## config.mk

```make
export PLATFORM = sky130hd
export DESIGN_NAME = chirp_sequencer
export DESIGN_NICKNAME = d
export VERILOG_FILES = /design/src/rtl/chirp_seq_pkg.sv /design/src/rtl/chirp_phase_fsm.sv /design/src/rtl/chirp_elev_counter.sv /design/src/rtl/chirp_mixer_decode.sv /design/src/rtl/chirp_sequencer.sv
export SDC_FILE = /design/constraint.sdc
export NUM_CORES = 1
export LEC_CHECK = 0
export ABC_AREA = 1
export BUFFER_PORTS_ARGS = -buffer_cell sky130_fd_sc_hd__buf_2
export CAP_MARGIN = 30
export CORE_UTILIZATION = 30
export CTS_CLUSTER_SIZE = 14
export DETAILED_ROUTE_END_ITERATION = 8
export PLACE_DENSITY = 0.45
export SLEW_MARGIN = 15
export SYNTH_ARGS = -nofsm -noshare
export SYNTH_HDL_FRONTEND = slang
export SYNTH_SLANG_ARGS = --single-unit
export TNS_END_PERCENT = 30
```

## constraint.sdc

```tcl
create_clock -name clk -period 3.4 [get_ports clk]
set_input_delay 0.51 -clock clk [delete_from_list [all_inputs] [get_ports clk]]
set_output_delay 0.51 -clock clk [all_outputs]
set_load 0.01 [all_outputs]
```

## src/rtl/chirp_seq_pkg.sv

```systemverilog
// Package: shared phase encoding for the chirp sequencer.
// Assumes: the phase codes are visible at the top ports, so their values are fixed.
package chirp_seq_pkg;
    typedef enum logic [2:0] {
        PH_IDLE   = 3'd0,
        PH_LONG   = 3'd1,
        PH_SHORT  = 3'd2,
        PH_LISTEN = 3'd3,
        PH_GUARD  = 3'd4
    } phase_e;
endpackage

```

## src/rtl/chirp_phase_fsm.sv

```systemverilog
// Module: chirp_phase_fsm
// Steps idle -> long -> short -> listen -> guard and times each phase
// against lengths captured at the start of every chirp cycle.
// Assumes: synchronous active-low reset; a length of zero is timed as one cycle.
module chirp_phase_fsm
    import chirp_seq_pkg::*;
#(
    parameter int CNT_W = 16,
    parameter int CPE_W = 8
) (
    input  logic             clk,
    input  logic             rst_n,
    input  logic             run,
    input  logic [CNT_W-1:0] cfg_long_len,
    input  logic [CNT_W-1:0] cfg_short_len,
    input  logic [CNT_W-1:0] cfg_listen_len,
    input  logic [CNT_W-1:0] cfg_guard_len,
    input  logic [CPE_W-1:0] cfg_cpe,
    output phase_e           state_q,
    output logic             chirp_done,
    output logic [CPE_W-1:0] cpe_q
);
    logic [CNT_W-1:0] long_q, short_q, listen_q, guard_q;
    logic [CNT_W-1:0] timer_q, cur_len, cur_lim;
    logic             phase_end, cycle_start;

    // Pick the captured length of the phase being timed.
    always_comb begin
        unique case (state_q)
            PH_LONG:   cur_len = long_q;
            PH_SHORT:  cur_len = short_q;
            PH_LISTEN: cur_len = listen_q;
            PH_GUARD:  cur_len = guard_q;
            default:   cur_len = '0;
        endcase
        cur_lim = (cur_len == '0) ? '0 : cur_len - 1'b1;
    end

    // Detect the last cycle of a phase and the start of a new cycle.
    always_comb begin
        phase_end   = (state_q != PH_IDLE) && (timer_q == cur_lim);
        chirp_done  = phase_end && (state_q == PH_GUARD);
        cycle_start = run && ((state_q == PH_IDLE) || chirp_done);
    end

    // Capture timing and chirp-count settings at each cycle start.
    always_ff @(posedge clk) begin
        if (!rst_n) begin
            long_q   <= '0;
            short_q  <= '0;
            listen_q <= '0;
            guard_q  <= '0;
            cpe_q    <= '0;
        end else if (cycle_start) begin
            long_q   <= cfg_long_len;
            short_q  <= cfg_short_len;
            listen_q <= cfg_listen_len;
            guard_q  <= cfg_guard_len;
            cpe_q    <= cfg_cpe;
        end
    end

    // Advance the phase register and the in-phase timer.
    always_ff @(posedge clk) begin
        if (!rst_n) begin
            state_q <= PH_IDLE;
            timer_q <= '0;
        end else if (cycle_start) begin
            state_q <= PH_LONG;
            timer_q <= '0;
        end else if (phase_end) begin
            timer_q <= '0;
            unique case (state_q)
                PH_LONG:   state_q <= PH_SHORT;
                PH_SHORT:  state_q <= PH_LISTEN;
                PH_LISTEN: state_q <= PH_GUARD;
                default:   state_q <= PH_IDLE;
            endcase
        end else if (state_q != PH_IDLE) begin
            timer_q <= timer_q + 1'b1;
        end
    end

    AST_LONG_NEXT: assert property (@(posedge clk) disable iff (!rst_n)
        (state_q == PH_LONG) |=> (state_q == PH_LONG || state_q == PH_SHORT));
    AST_GUARD_NEXT: assert property (@(posedge clk) disable iff (!rst_n)
        (state_q == PH_GUARD) |=> (state_q == PH_GUARD || state_q == PH_LONG || state_q == PH_IDLE));
    AST_IDLE_HOLD: assert property (@(posedge clk) disable iff (!rst_n)
        (state_q == PH_IDLE && !run) |=> (state_q == PH_IDLE));
    AST_LEN_HOLD: assert property (@(posedge clk) disable iff (!rst_n)
        (state_q == PH_LONG || state_q == PH_SHORT || state_q == PH_LISTEN) |=> ($stable(long_q) && $stable(guard_q)));
endmodule

```

## src/rtl/chirp_elev_counter.sv

```systemverilog
// Module: chirp_elev_counter
// Counts finished chirps and pulses elev_step for one cycle when the
// captured chirps-per-elevation count is reached, then restarts.
// Assumes: chirp_done is a single-cycle strobe; a count of zero acts as one.
module chirp_elev_counter #(
    parameter int CPE_W = 8
) (
    input  logic             clk,
    input  logic             rst_n,
    input  logic             idle,
    input  logic             chirp_done,
    input  logic [CPE_W-1:0] cpe_q,
    output logic             elev_step
);
    localparam int SUM_W = CPE_W + 1;

    logic [CPE_W-1:0] cnt_q;
    logic [SUM_W-1:0] cnt_next, target;

    // Form the incremented count and the effective target.
    always_comb begin
        cnt_next = {1'b0, cnt_q} + 1'b1;
        target   = (cpe_q == '0) ? SUM_W'(1) : {1'b0, cpe_q};
    end

    // Count chirps, emit the step pulse, clear while idle.
    always_ff @(posedge clk) begin
        if (!rst_n) begin
            cnt_q     <= '0;
            elev_step <= 1'b0;
        end else begin
            elev_step <= 1'b0;
            if (idle) begin
                cnt_q <= '0;
            end else if (chirp_done) begin
                if (cnt_next >= target) begin
                    cnt_q     <= '0;
                    elev_step <= 1'b1;
                end else begin
                    cnt_q <= cnt_next[CPE_W-1:0];
                end
            end
        end
    end

    AST_STEP_ONE_CYCLE: assert property (@(posedge clk) disable iff (!rst_n)
        elev_step |=> !elev_step);
    AST_STEP_AFTER_CHIRP: assert property (@(posedge clk) disable iff (!rst_n)
        $rose(elev_step) |-> $past(chirp_done));
endmodule

```

## src/rtl/chirp_mixer_decode.sv

```systemverilog
// Module: chirp_mixer_decode
// Decodes the phase register into the mixer enables and busy.
// Assumes: the input is a registered phase, so the outputs are glitch-free.
module chirp_mixer_decode
    import chirp_seq_pkg::*;
(
    input  phase_e state_q,
    output logic   tx_mix_en,
    output logic   rx_mix_en,
    output logic   busy
);
    // Transmit in both chirp phases, receive only while listening.
    always_comb begin
        tx_mix_en = (state_q == PH_LONG) || (state_q == PH_SHORT);
        rx_mix_en = (state_q == PH_LISTEN);
        busy      = (state_q != PH_IDLE);
    end
endmodule

```

## src/rtl/chirp_sequencer.sv

```systemverilog
// Module: chirp_sequencer (top)
// Runs the long/short/listen/guard chirp cycle with runtime lengths,
// drives exclusive mixer enables and the elevation step pulse.
// Assumes: configuration inputs are synchronous to clk.
module chirp_sequencer
    import chirp_seq_pkg::*;
#(
    parameter int CNT_W = 16,
    parameter int CPE_W = 8
) (
    input  logic             clk,
    input  logic             rst_n,
    input  logic             run,
    input  logic [CNT_W-1:0] cfg_long_len,
    input  logic [CNT_W-1:0] cfg_short_len,
    input  logic [CNT_W-1:0] cfg_listen_len,
    input  logic [CNT_W-1:0] cfg_guard_len,
    input  logic [CPE_W-1:0] cfg_chirps_per_elev,
    output logic [2:0]       phase,
    output logic             tx_mix_en,
    output logic             rx_mix_en,
    output logic             busy,
    output logic             elev_step
);
    phase_e           state_q;
    logic             chirp_done;
    logic [CPE_W-1:0] cpe_q;

    chirp_phase_fsm #(.CNT_W(CNT_W), .CPE_W(CPE_W)) u_fsm (
        .clk            (clk),
        .rst_n          (rst_n),
        .run            (run),
        .cfg_long_len   (cfg_long_len),
        .cfg_short_len  (cfg_short_len),
        .cfg_listen_len (cfg_listen_len),
        .cfg_guard_len  (cfg_guard_len),
        .cfg_cpe        (cfg_chirps_per_elev),
        .state_q        (state_q),
        .chirp_done     (chirp_done),
        .cpe_q          (cpe_q)
    );

    chirp_elev_counter #(.CPE_W(CPE_W)) u_cnt (
        .clk        (clk),
        .rst_n      (rst_n),
        .idle       (state_q == PH_IDLE),
        .chirp_done (chirp_done),
        .cpe_q      (cpe_q),
        .elev_step  (elev_step)
    );

    chirp_mixer_decode u_dec (
        .state_q   (state_q),
        .tx_mix_en (tx_mix_en),
        .rx_mix_en (rx_mix_en),
        .busy      (busy)
    );

    assign phase = state_q;

    AST_MIX_EXCL: assert property (@(posedge clk) disable iff (!rst_n)
        !(tx_mix_en && rx_mix_en));
    AST_STEP_BUSY_EDGE: assert property (@(posedge clk) disable iff (!rst_n)
        elev_step |-> (phase == 3'd1 || phase == 3'd0));
endmodule

```

==> results.rst <==
.. list-table::
   :header-rows: 1

   * - Metric
     - Value
   * - RePlAce Congestion
     - 0.8546
   * - Remaining DRCs
     - 0
   * - Async set-reset flop share out of synthesis
     - 0%
   * - Overall die height
     - 148.2 um
   * - Count of final hold-check violations
     - 0
   * - Global-route wire length before repair
     - 30,430 um
   * - Data required time at the worst endpoint
     - 3660 ps
   * - Most used cell along the critical path
     - nand2_1
   * - Smallest setup slack after layout
     - 280.9 ps
   * - Effective utilization at floorplan
     - 30.51%
   * - WP depth
     - 22
   * - Via count normalized by instance count
     - 4.644
   * - Sequence of cells on the critical path
     - inv_4, buf_4, buf_4, nand4_1, nand2_1, nor2_2, nand2_1, nor2_4, nand2_2, o21ai_2, nand3_1, nand2_1, nand2_1, nor2_1, nand2_1, nor2_4, nand2_4, nand2_8, buf_12, nand3_1, nand2_1, nor2_1
   * - Cells on worst reg2reg path
     - 22
   * - Outcome
     - complete, no violations
   * - GRT Residual Overflow
     - 0
   * - Post-CTS Repair Setup Buffers
     - 0
   * - Largest buffer count on any clock path
     - 2
   * - Antenna violations before repair
     - 0
   * - Max-capacitance violation count
     - 0
   * - Most used routing layer
     - met2
   * - Setup_tns
     - 0 ps
   * - Mean Syn Cell Area
     - 6.263 um^2
   * - Dominant cells by area after synthesis
     - dfxtp_1 31%, nand2_1 12%, nand3_1 9.9%, nor2_1 8.9%, inv_1 7.7%
   * - Total inserted antenna cells
     - 0
   * - Post-layout utilization of the core
     - 36.34%
   * - Register bit total from synthesis
     - 100
   * - Horizontal extent of the die
     - 148.2 um
   * - Worst path arrival time
     - 3380 ps
   * - Startpoint Class
     - flop
   * - Filler cells
     - 2,395
   * - Portion of the clock cycle consumed by the worst path in the final layout
     - 91.74%
   * - Worst clock skew
     - 5.973 ps
   * - Net count after synthesis
     - 1,110
   * - Nets
     - 1,189
   * - Worst setup path category
     - flop to flop
   * - Lkg Pwr
     - 3.904 nW
   * - Dominant synthesized flop cell
     - dfxtp_1
   * - Met3 demand-to-capacity share in global routing
     - 1.963%
   * - Crit path launch
     - u_fsm.state_q[2]$_SDFFE_PP0P_
   * - Antenna-violating nets left
     - 0
   * - Area growth, synth to finish
     - 19.12%
   * - Count of input and output buffers
     - 81
   * - H-tree level count
     - 3
   * - Final Setup Violations
     - 0
   * - Post-synth cell types
     - 34
   * - Share of Yosys cell area claimed by the top area cell type
     - 31.21%
   * - Clock transition at the registers of the reported paths
     - 70 ps
   * - Max-slew headroom
     - 47.86%
   * - Clock latency at the later pin of the worst-skew pair
     - 360 ps
   * - Synthesized-area fraction occupied by adder cells
     - 2.146%
   * - Tightest Pin Transition
     - 780.2 ps
   * - Total CTS buffers
     - 9
   * - Met2 global-route usage
     - 26.83%
   * - Fin. max-slew vios
     - 0
   * - Mapped Area
     - 6414 um^2
   * - Crit-path leading delay family
     - simple AND/OR/NAND/NOR gates
   * - Sink Count
     - 100
   * - Area enclosed by the die boundary
     - 21,970 um^2
   * - Via Count
     - 6,422
   * - Pre-CTS WS
     - 68.51 ps
   * - Synth Instances
     - 1,024
   * - Post-synthesis cell type with the largest combined area
     - dfxtp_1
   * - DRC violation total after the first TritonRoute iteration
     - 362
   * - Reg-to-reg setup timing slack
     - 280 ps
   * - Clock Tree Root
     - clkbuf_16
   * - Post-synthesis share of cell area spent on and, or, nand and nor gates
     - 42.00%
   * - Number of flops mapped to enable cells by yosys
     - 0
   * - Area of the core region
     - 21,020 um^2
   * - Number of search-and-repair iterations in the first detailed-routing pass
     - 5
   * - Setup repair after global routing missed its margin
     - yes
   * - Detailed placer's ending HPWL
     - 14,250 um
   * - Capture point of the worst reg-to-reg path
     - u_fsm.listen_q[7]$_SDFFE_PN0P_
   * - Startpoint of the most critical register-to-register path
     - u_fsm.state_q[2]$_SDFFE_PP0P_
   * - Final Routed Wirelength
     - 18,790 um
   * - Share of the synthesized netlist area taken by xor and xnor gates
     - 2.868%
   * - Worst vdd rail ir drop
     - 0.0002076 V
   * - Met1 demand-to-capacity share in global routing
     - 25.34%
   * - Top-count cell post-synth
     - nand2_1
   * - Maximum number of pins on one net before global-route repair
     - 52
   * - Power per cell area
     - 403.4 nW/um^2
   * - Min-Delay Path Class
     - input port to flop
   * - Share of cell area taken by muxes after synthesis
     - 0%
   * - Row count
     - 53
   * - Worst-path fanout max
     - 45
   * - Sequential element share of the synthesized area
     - 31.21%
   * - Routed wire per std cell
     - 13.59 um
   * - Critical Path Sink
     - u_fsm.listen_q[7]$_SDFFE_PN0P_
   * - Share of the synthesized area in compound gates (AO/OA/AOI/OAI)
     - 7.940%
   * - Number of ports placed on the die boundary
     - 82
   * - Final min period
     - 3119 ps
   * - Most instantiated cells after synthesis
     - 210 x nand2_1, 152 x nor2_1, 131 x inv_1
   * - Slowest cell on the critical path
     - dfxtp_2
   * - Delay of the slowest critical-path stage
     - 360 ps
   * - Buf+Inv Stages, Crit Path
     - 4
   * - Vias in the first global route
     - 5,781
   * - Clock tree from TritonCTS
     - done
   * - Dominant combinational cell family by area after synthesis
     - simple AND/OR/NAND/NOR gates
   * - Synth warnings
     - 0
   * - Ratio of cells with drive above 1 in the final layout
     - 17.24%
   * - Total global routing track utilization
     - 17.55%
   * - Endpoint kind of the worst setup timing path
     - flop
   * - Max Freq
     - 0.3206 GHz
[worst min-delay path by stage]
stage                                      startpoint  cells after the start                              end
final                                cfg_short_len[8]                      5    u_fsm.short_q[8]$_SDFFE_PN0P_
after floorplan           u_cnt.cnt_q[7]$_SDFFE_PP0P_                      2      u_cnt.cnt_q[7]$_SDFFE_PP0P_
after detailed placement  u_cnt.cnt_q[7]$_SDFFE_PP0P_                      2      u_cnt.cnt_q[7]$_SDFFE_PP0P_
after global placement    u_cnt.cnt_q[7]$_SDFFE_PP0P_                      2      u_cnt.cnt_q[7]$_SDFFE_PP0P_
after CTS                            cfg_short_len[8]                      5    u_fsm.short_q[8]$_SDFFE_PN0P_
after global routing               cfg_listen_len[12]                      5  u_fsm.listen_q[12]$_SDFFE_PN0P_
[cells by family (layout without fill, tap and decap cells)]
logic type | count (synthesis) | in the layout
flops | 100 | 100
simple gates | 595 | 596
buf+inv | 198 | 281
xor+xnor | 21 | 21
fa+ha+maj | 11 | 11
compound gates | 99 | 99
[state kept, by name, indices dropped and copies added (netlist names)]
signal,count
u_cnt.cnt_q,8
u_fsm.cpe_q,8
u_fsm.long_q,16
u_cnt.elev_step,1
u_fsm.guard_q,16
u_fsm.timer_q,16
u_fsm.state_q,3
u_fsm.short_q,16
u_fsm.listen_q,16
[per-stage QoR]
stage	total power, mW	cells	instance area (um^2)	hold slack [ps]
2_1_floorplan	1.851	1024	6414	441.0
3_3_place_gp	2.068	1366	7214	456.1
3_5_place_dp	2.068	1366	7214	460.9
4_1_cts	3.073	1382	7491	450.6
5_1_grt	3.273	1383	7640	467.8
6_report	3.082	1383	7640	458.4
[routing by layer]
metal  wire length [um]  vias up
met2               8282       94
li1                   -     3471
met5                  0        -
met4                277        0
met1               9757     2843
met3                475       14
[timing repair]
| action | 4_1_cts | 5_1_grt |
|---|---|---|
| setup endpoints to repair | 0 | 99 |
| hold buffers | 0 | 0 |
| endpoints found under the hold margin | 0 | 0 |
| resized for setup | 0 | 42 |
[where the power goes]
| group | internal, mW | switching (mW) | leakage (nW) |
|---|---|---|---|
| sequential | 1.25 | 0.0573 | 0.825 |
| clock | 0.504 | 0.494 | 0.127 |
| combinational | 0.298 | 0.480 | 2.95 |
[tightest hold or removal path, stage by stage]
cell and delay, ps:
buf_2 70, inv_1 30, nand3_1 60, nand2_1 40, nor2_1 70
[final cells by class]
class                   count  area (um^2)  share of cell area (%)
clock inverters             6        47.55                  0.6223
repair buffers            127        837.1                   10.96
clock buffers              10        229.0                   2.997
multi-input cells         727         3641                   47.66
inverters                 138        530.5                   6.944
flip-flops and latches    100         2011                   26.32
well taps                 275        344.1                   4.504
[layout by cell type (no fill, tap or decap), types with 3 or more instances in the layout]
cell type / instances
buf_6: 3
nor2_4: 8
buf_12: 6
o21ai_1: 3
buf_2: 81
nand2_1: 208
nand3b_1: 3
nand2_8: 3
nand2_2: 3
a21oi_1: 84
o21ai_0: 7
nor3_1: 6
dfxtp_1: 97
nor2_1: 140
inv_1: 131
buf_4: 37
nand3_2: 5
nor2_2: 18
nand4_1: 72
nand3_1: 124
clkinvlp_4: 3
clkbuf_16: 9
ha_1: 11
inv_4: 5
xor2_1: 19
Power figures use the tool's default switching activity.
